**src/rtl/rxr_pkg.sv**
```systemverilog
package rxr_pkg;
  localparam int LEN_W = 12;

  function automatic logic [31:0] make_hdr(input logic err, input logic oob,
                                           input logic [LEN_W-1:0] len);
    logic [LEN_W-1:0] ev;
    ev = len + {{(LEN_W-1){1'b0}}, len[0]};
    return {1'b1, err, oob, 17'd0, ev[LEN_W-1:1], len[0]};
  endfunction
endpackage

```
**src/rtl/rxr_packer.sv**
```systemverilog
module rxr_packer
  import rxr_pkg::*;
(
  input  logic             clk,
  input  logic             rst,
  input  logic             s_valid,
  input  logic [7:0]       s_data,
  input  logic             s_last,
  input  logic             s_err,
  input  logic             s_oob,
  output logic             w_vld,
  output logic             w_first,
  output logic             w_last,
  output logic [31:0]      w_data,
  output logic [LEN_W-1:0] w_len,
  output logic             w_err,
  output logic             w_oob
);
  logic [23:0]      acc;
  logic [1:0]       lane;
  logic [LEN_W-1:0] len_q;
  logic             first_q;
  logic [31:0]      word_n;

  always_comb word_n = {8'd0, acc} | ({24'd0, s_data} << {lane, 3'b000});

  always_ff @(posedge clk) begin
    if (rst) begin
      w_vld   <= 1'b0;
      w_first <= 1'b0;
      w_last  <= 1'b0;
      w_data  <= '0;
      w_len   <= '0;
      w_err   <= 1'b0;
      w_oob   <= 1'b0;
      acc     <= '0;
      lane    <= '0;
      len_q   <= '0;
      first_q <= 1'b1;
    end else begin
      w_vld <= 1'b0;
      if (s_valid) begin
        if (lane == 2'd3 || s_last) begin
          w_vld   <= 1'b1;
          w_data  <= word_n;
          w_first <= first_q;
          w_last  <= s_last;
          w_len   <= len_q + 1'b1;
          w_err   <= s_err;
          w_oob   <= s_oob;
          acc     <= '0;
          lane    <= '0;
          first_q <= s_last;
        end else begin
          acc  <= word_n[23:0];
          lane <= lane + 1'b1;
        end
        len_q <= s_last ? '0 : len_q + 1'b1;
      end
    end
  end
endmodule

```
**src/rtl/rxr_ring.sv**
```systemverilog
module rxr_ring #(
  parameter int AW = 16
) (
  input  logic          clk,
  input  logic          rst,
  input  logic          rx_en,
  input  logic [AW-1:0] cfg_size,
  input  logic          commit,
  input  logic [AW-1:0] commit_words,
  input  logic          drop,
  input  logic          ret_we,
  input  logic [AW-1:0] ret_words,
  input  logic          irq_clr,
  output logic [AW-1:0] head,
  output logic [AW-1:0] avail,
  output logic          full,
  output logic          irq
);
  logic          en_q;
  logic          rearm;
  logic [AW:0]   nh;
  logic [AW-1:0] add_w, sub_w;

  always_comb begin
    rearm = rx_en & ~en_q;
    nh    = {1'b0, head} + {1'b0, commit_words};
    if (nh >= {1'b0, cfg_size}) nh = nh - {1'b0, cfg_size};
    add_w = ret_we ? ret_words : '0;
    sub_w = commit ? commit_words : '0;
  end

  always_ff @(posedge clk) begin
    if (rst) begin
      en_q  <= 1'b0;
      head  <= '0;
      avail <= '0;
      full  <= 1'b0;
      irq   <= 1'b0;
    end else begin
      en_q <= rx_en;
      if (rearm) begin
        head  <= '0;
        avail <= cfg_size;
        full  <= 1'b0;
      end else begin
        avail <= avail + add_w - sub_w;
        if (commit) head <= nh[AW-1:0];
        if (drop)   full <= 1'b1;
      end
      if (commit)       irq <= 1'b1;
      else if (irq_clr) irq <= 1'b0;
    end
  end
endmodule

```
**src/rtl/rxr_writer.sv**
```systemverilog
module rxr_writer
  import rxr_pkg::*;
#(
  parameter int AW = 16
) (
  input  logic          clk,
  input  logic          rst,
  input  logic          rx_en,
  input  logic [AW-1:0] cfg_base,
  input  logic [AW-1:0] cfg_size,
  input  logic [AW-1:0] prot_lo,
  input  logic [AW-1:0] prot_hi,
  input  logic          ret_we,
  input  logic [AW-1:0] ret_words,
  input  logic          irq_clr,
  input  logic          s_valid,
  input  logic [7:0]    s_data,
  input  logic          s_last,
  input  logic          s_err,
  input  logic          s_oob,
  output logic          mem_we,
  output logic [AW-1:0] mem_addr,
  output logic [31:0]   mem_wdata,
  output logic [AW-1:0] avail_words,
  output logic          full,
  output logic          irq
);
  logic             w_vld, w_first, w_last, w_err, w_oob;
  logic [31:0]      w_data;
  logic [LEN_W-1:0] w_len;
  logic [AW-1:0]    head;

  logic             acc_q, drop_q, hdr_pend;
  logic [AW-1:0]    cnt_q, hdr_words;
  logic [31:0]      hdr_word;

  logic             cur_acc, cur_drop, take, fits, do_pay, drop_ev;
  logic [AW-1:0]    cur_cnt, pay_addr, hdr_addr;
  logic [AW:0]      need, off;
  logic             pay_ok, hdr_ok;

  rxr_packer u_pack (
    .clk(clk), .rst(rst), .s_valid(s_valid), .s_data(s_data), .s_last(s_last),
    .s_err(s_err), .s_oob(s_oob), .w_vld(w_vld), .w_first(w_first),
    .w_last(w_last), .w_data(w_data), .w_len(w_len), .w_err(w_err), .w_oob(w_oob)
  );

  rxr_ring #(.AW(AW)) u_ring (
    .clk(clk), .rst(rst), .rx_en(rx_en), .cfg_size(cfg_size),
    .commit(hdr_pend), .commit_words(hdr_words), .drop(drop_ev),
    .ret_we(ret_we), .ret_words(ret_words), .irq_clr(irq_clr),
    .head(head), .avail(avail_words), .full(full), .irq(irq)
  );

  always_comb begin
    cur_acc  = w_first ? (rx_en & ~full) : acc_q;
    cur_cnt  = w_first ? '0 : cnt_q;
    cur_drop = w_first ? 1'b0 : drop_q;
    need     = {1'b0, cur_cnt} + 2'd2;
    fits     = need <= {1'b0, avail_words};
    take     = w_vld & cur_acc & ~cur_drop;
    do_pay   = take & fits;
    drop_ev  = take & ~fits;
    off      = {1'b0, head} + {1'b0, cur_cnt} + 1'b1;
    if (off >= {1'b0, cfg_size}) off = off - {1'b0, cfg_size};
    pay_addr = cfg_base + off[AW-1:0];
    hdr_addr = cfg_base + head;
    pay_ok   = (pay_addr >= prot_lo) && (pay_addr <= prot_hi);
    hdr_ok   = (hdr_addr >= prot_lo) && (hdr_addr <= prot_hi);
  end

  always_ff @(posedge clk) begin
    if (rst) begin
      mem_we    <= 1'b0;
      mem_addr  <= '0;
      mem_wdata <= '0;
      hdr_pend  <= 1'b0;
      hdr_word  <= '0;
      hdr_words <= '0;
      acc_q     <= 1'b0;
      drop_q    <= 1'b0;
      cnt_q     <= '0;
    end else begin
      mem_we <= 1'b0;
      if (hdr_pend) begin
        mem_we    <= hdr_ok;
        mem_addr  <= hdr_addr;
        mem_wdata <= hdr_word;
        hdr_pend  <= 1'b0;
      end else if (do_pay) begin
        mem_we    <= pay_ok;
        mem_addr  <= pay_addr;
        mem_wdata <= w_data;
      end
      if (do_pay && w_last) begin
        hdr_pend  <= 1'b1;
        hdr_word  <= make_hdr(w_err, w_oob, w_len);
        hdr_words <= cur_cnt + 2'd2;
      end
      if (w_vld) begin
        acc_q  <= cur_acc;
        cnt_q  <= cur_cnt + 1'b1;
        drop_q <= cur_drop | drop_ev;
      end
    end
  end
endmodule

```
**config.mk**
```make
export PLATFORM = sky130hd
export DESIGN_NAME = rxr_writer
export DESIGN_NICKNAME = d
export VERILOG_FILES = /design/src/rtl/rxr_pkg.sv /design/src/rtl/rxr_packer.sv /design/src/rtl/rxr_ring.sv /design/src/rtl/rxr_writer.sv
export SDC_FILE = /design/constraint.sdc
export NUM_CORES = 1
export LEC_CHECK = 0
export ABC_AREA = 1
export BUFFER_PORTS_ARGS = -buffer_cell sky130_fd_sc_hd__buf_2
export CAP_MARGIN = 0
export CORE_MARGIN = 2
export CORE_UTILIZATION = 35
export DETAILED_ROUTE_END_ITERATION = 7
export SLEW_MARGIN = 30
export SYNTH_ARGS = -nofsm -noshare
export SYNTH_HDL_FRONTEND = slang
export SYNTH_SLANG_ARGS = --single-unit
```
**constraint.sdc**
```tcl
create_clock -name clk -period 7.3 [get_ports clk]
set_input_delay 0.73 -clock clk [delete_from_list [all_inputs] [get_ports clk]]
set_output_delay 0.73 -clock clk [all_outputs]
set_load 0.02 [all_outputs]
```
==> impl_metrics.toml, run 1 <==
[global_routing]
grt_pass1_vias = 15600
grt_max_degree = 59
grt-ovfl-total = 0
grt.total_usage = 0.220
antenna_found_initial = 1
grt_first_pass_wirelength_mm = 86.7

[layout]
seq_area_um2 = 4440
nNetsFinal = 2848
area_delta_synth_final_pct = 13.8
multi_input_area_um2 = 10700
drive_gt1_frac = 0.111
utilization = 0.402
final_area_um2 = 19200
nFillCells = 5054

[die]
num_io_pins = 164
start_util = 0.353
die_y_um = 223
die_w_um = 223
core_um2 = 47600
die_area_um2 = 49900
rows = 80

[yosys]
synth.top_cell.area_share = 0.264
yosysMostFrequentCell = "nand2_1"
syn_nets = 2710
synth_area_leaders = "dfxtp_1, ha_1, nand2_1"
synthCells = 2401
synthDistinctLibCells = 53
synth_commonest_cells = "nand2_1, inv_1, a21oi_1"
synth_edf_count = 0
synth_ff_type = "dfxtp_1"
synth_top_area_cell = "dfxtp_1"
yosysSeqAreaShare = 0.264
syn-cell-area_um2 = 16800
ys_ff_latch = 222
avgSynthCellArea_um2 = 7.01
postSynth.asyncResetShare = 0
ys_warn_count = 0

[worst_setup_path]
start_kind = "flip-flop"
path_common_cell = "nand2_1"
crit_fanout = 14
crit_type = "flip-flop to flip-flop"
endpoint_kind = "flip-flop"
worstPathRequired_ns = 7.75
r2r_setup_slack_ns = 0.68
max_stage_delay_ns = 0.42
crit_slowest_cell = "fa_1"
crit_arrival_ns = 7.07

[timing]
slew_headroom = 0.361
finalSetupViolCount = 0
worst_pin_slew_ns = 0.957
setup_tns_ns = 0
finalHoldViolations = 0
finalCritPeriodShare = 0.907
rsz0062_at_grt = "false"
clock.fmax_ghz = 0.151
finalCriticalPeriod_ns = 6.62
setup_ws_ns = 0.676
drv_slew = 0
fin_skew_ns = 0.0179

[placement]
dp_hpwl_mm = 43.8
dpl-instance-area_um2 = 18200
place_ws_ns = 0.413
portBuffers = 163
place_congestion = 0.958

[detailed_routing]
drt_iter0_drc = 1078
via_count = 16300
via_per_inst = 5.14
firstDrtPassIters = 5
drc_errors = 0
wirelength_mm = 55.7
routedWlPerCell_um = 17.5
ant_nets = 0

[job]
cap_violations = 0

[pwr]
cellLeakagePower_nw = 9.42
total_power_mw = 3.78
p_per_area_nw_per_um2 = 197
vdd_ir_drop_max_mv = 0.148

[clock_network]
cts_buffers = 27
cts_tree = "built"
cts_root_buf = "clkbuf_16"
cts_buffer_depth = 3
htreeDepth = 1
clk_latency_ns = 0.58
cts.sinks = 222
clk_pin_slew_ns = 0.06

[min_path]
min_path_type = "input port to flip-flop"

[outcome]
run_status = "finished, final reports clean"
-- report_power, final --
part	internal [mW]	total [mW]	switching (mW)
sequential	1.27	1.30	0.0335
combinational	0.387	1.06	0.672
clock	0.841	1.42	0.582
total	2.49	3.78	1.29
-- layout make-up --
class                           instances  share of cell area
Sequential cell                       222               0.232
Timing Repair Buffer                  179              0.0490
Inverter                              366              0.0718
Antenna cell                            1            0.000131
Clock buffer                           36              0.0396
Multi-Input combinational cell       1743               0.559
Tap cell                              615              0.0402
Clock inverter                         12             0.00869
-- cells in the final DEF (no fill, tap or decap), types with 13 or more instances in the layout --
cell type	count
o211ai_1	17
buf_4	15
a31oi_1	14
o21ai_0	174
nand3_1	105
o22ai_1	23
xor2_1	89
fa_1	21
nor2_1	185
a21oi_1	241
nand2_1	423
nand4_1	27
nor3_1	60
dfxtp_1	222
o21bai_1	28
buf_2	163
ha_1	191
o21ai_1	13
clkbuf_16	27
inv_1	351
xnor2_1	29
-- worst max-delay path, delay by kind of cell, from the launching register on --
kind / cells / cell delay [ns]
XOR/XNOR: 1 / 0.25
AO/OA/AOI/OAI: 12 / 1.75
flip-flops: 1 / 0.33
adder cells (fa/ha/maj): 4 / 1.35
buffers and inverters: 8 / 0.87
AND/OR/NAND/NOR: 18 / 1.93
-- timing repair --
item / CTS / global route
resized for setup: 0 / 7
hold buffers: 0 / 0
setup buffers: 0 / 2
endpoints found under the setup margin: 0 / 1
-- state kept, by name (all words and copies together) (netlist names), 2 cells and up --
signal and count:
cnt_q 16, hdr_word 15, hdr_words 16, mem_addr 16, mem_wdata 32, u_pack.acc 24
u_pack.lane 2, u_pack.len_q 12, u_pack.w_data 32, u_pack.w_len 12, u_ring.avail 16, u_ring.head 16
-- stage by stage --
stage / hold slack [ns] / std cells
floorplan: 0.424 / 2401
global placement: 0.439 / 3123
detailed placement: 0.442 / 3123
CTS: 0.396 / 3171
global route: 0.405 / 3174
finish: 0.417 / 3174
-- path summary, 6_finish.rpt --
kind / endpoint / cells after the start / startpoint
max: mem_we / 43 / u_pack.w_first
min: u_ring.irq / 4 / irq_clr
max reg2reg: mem_we / 43 / u_pack.w_first
min reg2reg: mem_wdata[21] / 2 / u_pack.w_data[21]
-- logic make-up (layout without fill, tap and decap cells) --
| group | after synthesis | in the layout | synth area share |
|---|---|---|---|
| fa+ha+maj | 212 | 212 | 0.167 |
| buf+inv | 436 | 593 | 0.101 |
| simple gates | 853 | 853 | 0.221 |
| other cells | 0 | 1 | 0 |
| compound gates | 560 | 560 | 0.185 |
| flops | 222 | 222 | 0.264 |
| xor+xnor | 118 | 118 | 0.0614 |
-- layer usage --
metal  routed length, um  track usage
met3                3020       0.0298
met2               26100        0.373
met1               25100        0.290
met5                   0            0
met4                1460       0.0626
No activity file was read; power rests on OpenSTA's default activity.
==> inputs of run 2 (changes only) <==
--- a/config.mk
+++ b/config.mk
@@ -9,8 +9,10 @@
 export BUFFER_PORTS_ARGS = -buffer_cell sky130_fd_sc_hd__buf_2
 export CAP_MARGIN = 0
 export CORE_MARGIN = 2
-export CORE_UTILIZATION = 35
+export CORE_UTILIZATION = 55
 export DETAILED_ROUTE_END_ITERATION = 7
+export GPL_TIMING_DRIVEN = 0
+export PLACE_DENSITY = 0.75
 export SLEW_MARGIN = 30
 export SYNTH_ARGS = -nofsm -noshare
 export SYNTH_HDL_FRONTEND = slang
==> run 2 against run 1 <==
Die area shrank 36%; via count grew 4.4%; wire length is essentially flat; worst setup slack lost 0.27 ns; largest cell class unchanged; critical path depth grew 1; largest power group is now sequential cells.
==> impl_metrics.toml, run 2 (synthesis results as in run 1) <==
[clock_network]
clk_latency_ns = 0.55
htreeDepth = 1
cts_root_buf = "clkbuf_16"
cts_buffer_depth = 3
clk_pin_slew_ns = 0.07
cts_buffers = 24
hold_buffers = 0
cts_tree = "built"
cts.sinks = 222

[die]
num_io_pins = 164
rows = 64
die_y_um = 179
die_w_um = 179
die_area_um2 = 32000
core_um2 = 30300
start_util = 0.555

[layout]
insertedDiodeCount = 0
final_cell_mix = "nand2_1, inv_1, a21oi_1, dfxtp_1, ha_1"
largestRegisters = "mem_wdata x32, u_pack.w_data x32, u_pack.acc x24"
seq_area_um2 = 4450
nNetsFinal = 2916
nFillCells = 2783
area_delta_synth_final_pct = 14.0
multi_input_area_um2 = 10800
final_common_cell = "nand2_1"
final_cells = 3020
drive_gt1_frac = 0.118

[placement]
placed_cells = 2959
place_congestion = 0.972
portBuffers = 162
dp_hpwl_mm = 44.6

[pwr]
pwr-share-comb = 0.299
switchingPower_mw = 1.25
power.internal_mw = 2.37
seqPwrFrac = 0.357
cellLeakagePower_nw = 9.54
switching_share = 0.345
p_per_area_nw_per_um2 = 189
vdd_ir_drop_max_mv = 0.187
p_clk_frac = 0.344

[worst_setup_path]
crit_type = "flip-flop to flip-flop"
endpoint_kind = "flip-flop"
crit_start = "u_pack.w_first"
max_stage_delay_ns = 0.40
timing.rr.start = "u_pack.w_first"
worstPathRequired_ns = 7.74
start_kind = "flip-flop"
crit_slowest_cell = "fa_2"
r2r_setup_slack_ns = 0.40
crit_fanout = 10
crit_arrival_ns = 7.33
path_common_cell = "nand2_1"

[global_routing]
grt_first_pass_wirelength_mm = 83.7
grt-ovfl-total = 0
grt_pass1_vias = 15800
antenna_found_initial = 0
grt_max_degree = 14
grt.total_usage = 0.341

[detailed_routing]
drc_errors = 0
wirelength_mm = 55.7
via_per_inst = 5.64
drt_iter0_drc = 1286
ant_nets = 0
via_count = 17000
routedWlPerCell_um = 18.4
firstDrtPassIters = 8

[timing]
worst_pin_slew_ns = 0.947
finalCriticalPeriod_ns = 6.90
clock.fmax_ghz = 0.145
drv_slew = 0
finalSetupViolCount = 0
finalCritPeriodShare = 0.945
finalHoldViolations = 0
hold_ws_ns = 0.427
slew_headroom = 0.368
setup_tns_ns = 0
fin_skew_ns = 0.0117

[outcome]
run_status = "finished, final reports clean"

[job]
cap_violations = 0

[min_path]
min-delay-start = "s_err"
min_path_type = "input port to flip-flop"
-- run 2: per-stage QoR --
stage | worst slack, ns | instance area (um2) | utilization | power [mW]
2_1_floorplan | 0.985 | 16800 | - | 2.08
3_3_place_gp | -0.431 | 18100 | 0.598 | 2.34
3_5_place_dp | -0.493 | 18100 | 0.598 | 2.37
4_1_cts | 0.0526 | 19000 | 0.626 | 3.60
5_1_grt | -0.0512 | 19200 | 0.632 | 3.80
6_report | 0.402 | 19200 | 0.632 | 3.62
-- run 2: layer usage --
layer / track usage / vias to the layer above / wire length [um]
li1: - / 8372 / -
met1: 0.459 / 7876 / 24000
met2: 0.540 / 635 / 24100
met3: 0.0471 / 156 / 4520
met4: 0.160 / 0 / 2990
met5: 0 / - / 0
-- run 2: worst max-delay path, delay by kind of cell (launching register included) --
kind | cells | cell delay, ns
XOR/XNOR | 2 | 0.41
AND/OR/NAND/NOR | 17 | 1.98
adder cells (fa/ha/maj) | 5 | 1.63
AO/OA/AOI/OAI | 12 | 1.53
buffers and inverters | 8 | 0.87
flip-flops | 1 | 0.37
-- run 2: layout make-up --
cell class,count,share of cell area
inverters,366,0.0717
clock buffers,35,0.0350
flip-flops and latches,222,0.232
well taps,396,0.0258
multi-input cells,1743,0.563
clock inverters,8,0.00561
repair buffers,180,0.0493
plain buffers,70,0.0177
-- run 2: final timing paths --
path	cells after the start	to
worst max-delay path	44	mem_we
worst min-delay path	3	u_pack.w_err
worst max register to register	44	mem_we
worst min register to register	2	mem_wdata[21]
-- run 2: what timing repair did --
item                                    4_1_cts  5_1_grt
resized for setup                            14       25
buffers inserted                              5       13
endpoints found under the setup margin        1        1
pin swaps                                     0       15
-- run 2: power by group through the flow --
stage	clock network [mW]	logic [mW]	registers, mW
2_1_floorplan	0	0.715	1.36
3_3_place_gp	0	1.02	1.32
3_5_place_dp	0	1.05	1.32
4_1_cts	1.25	1.06	1.29
5_1_grt	1.29	1.21	1.30
6_report	1.24	1.08	1.29
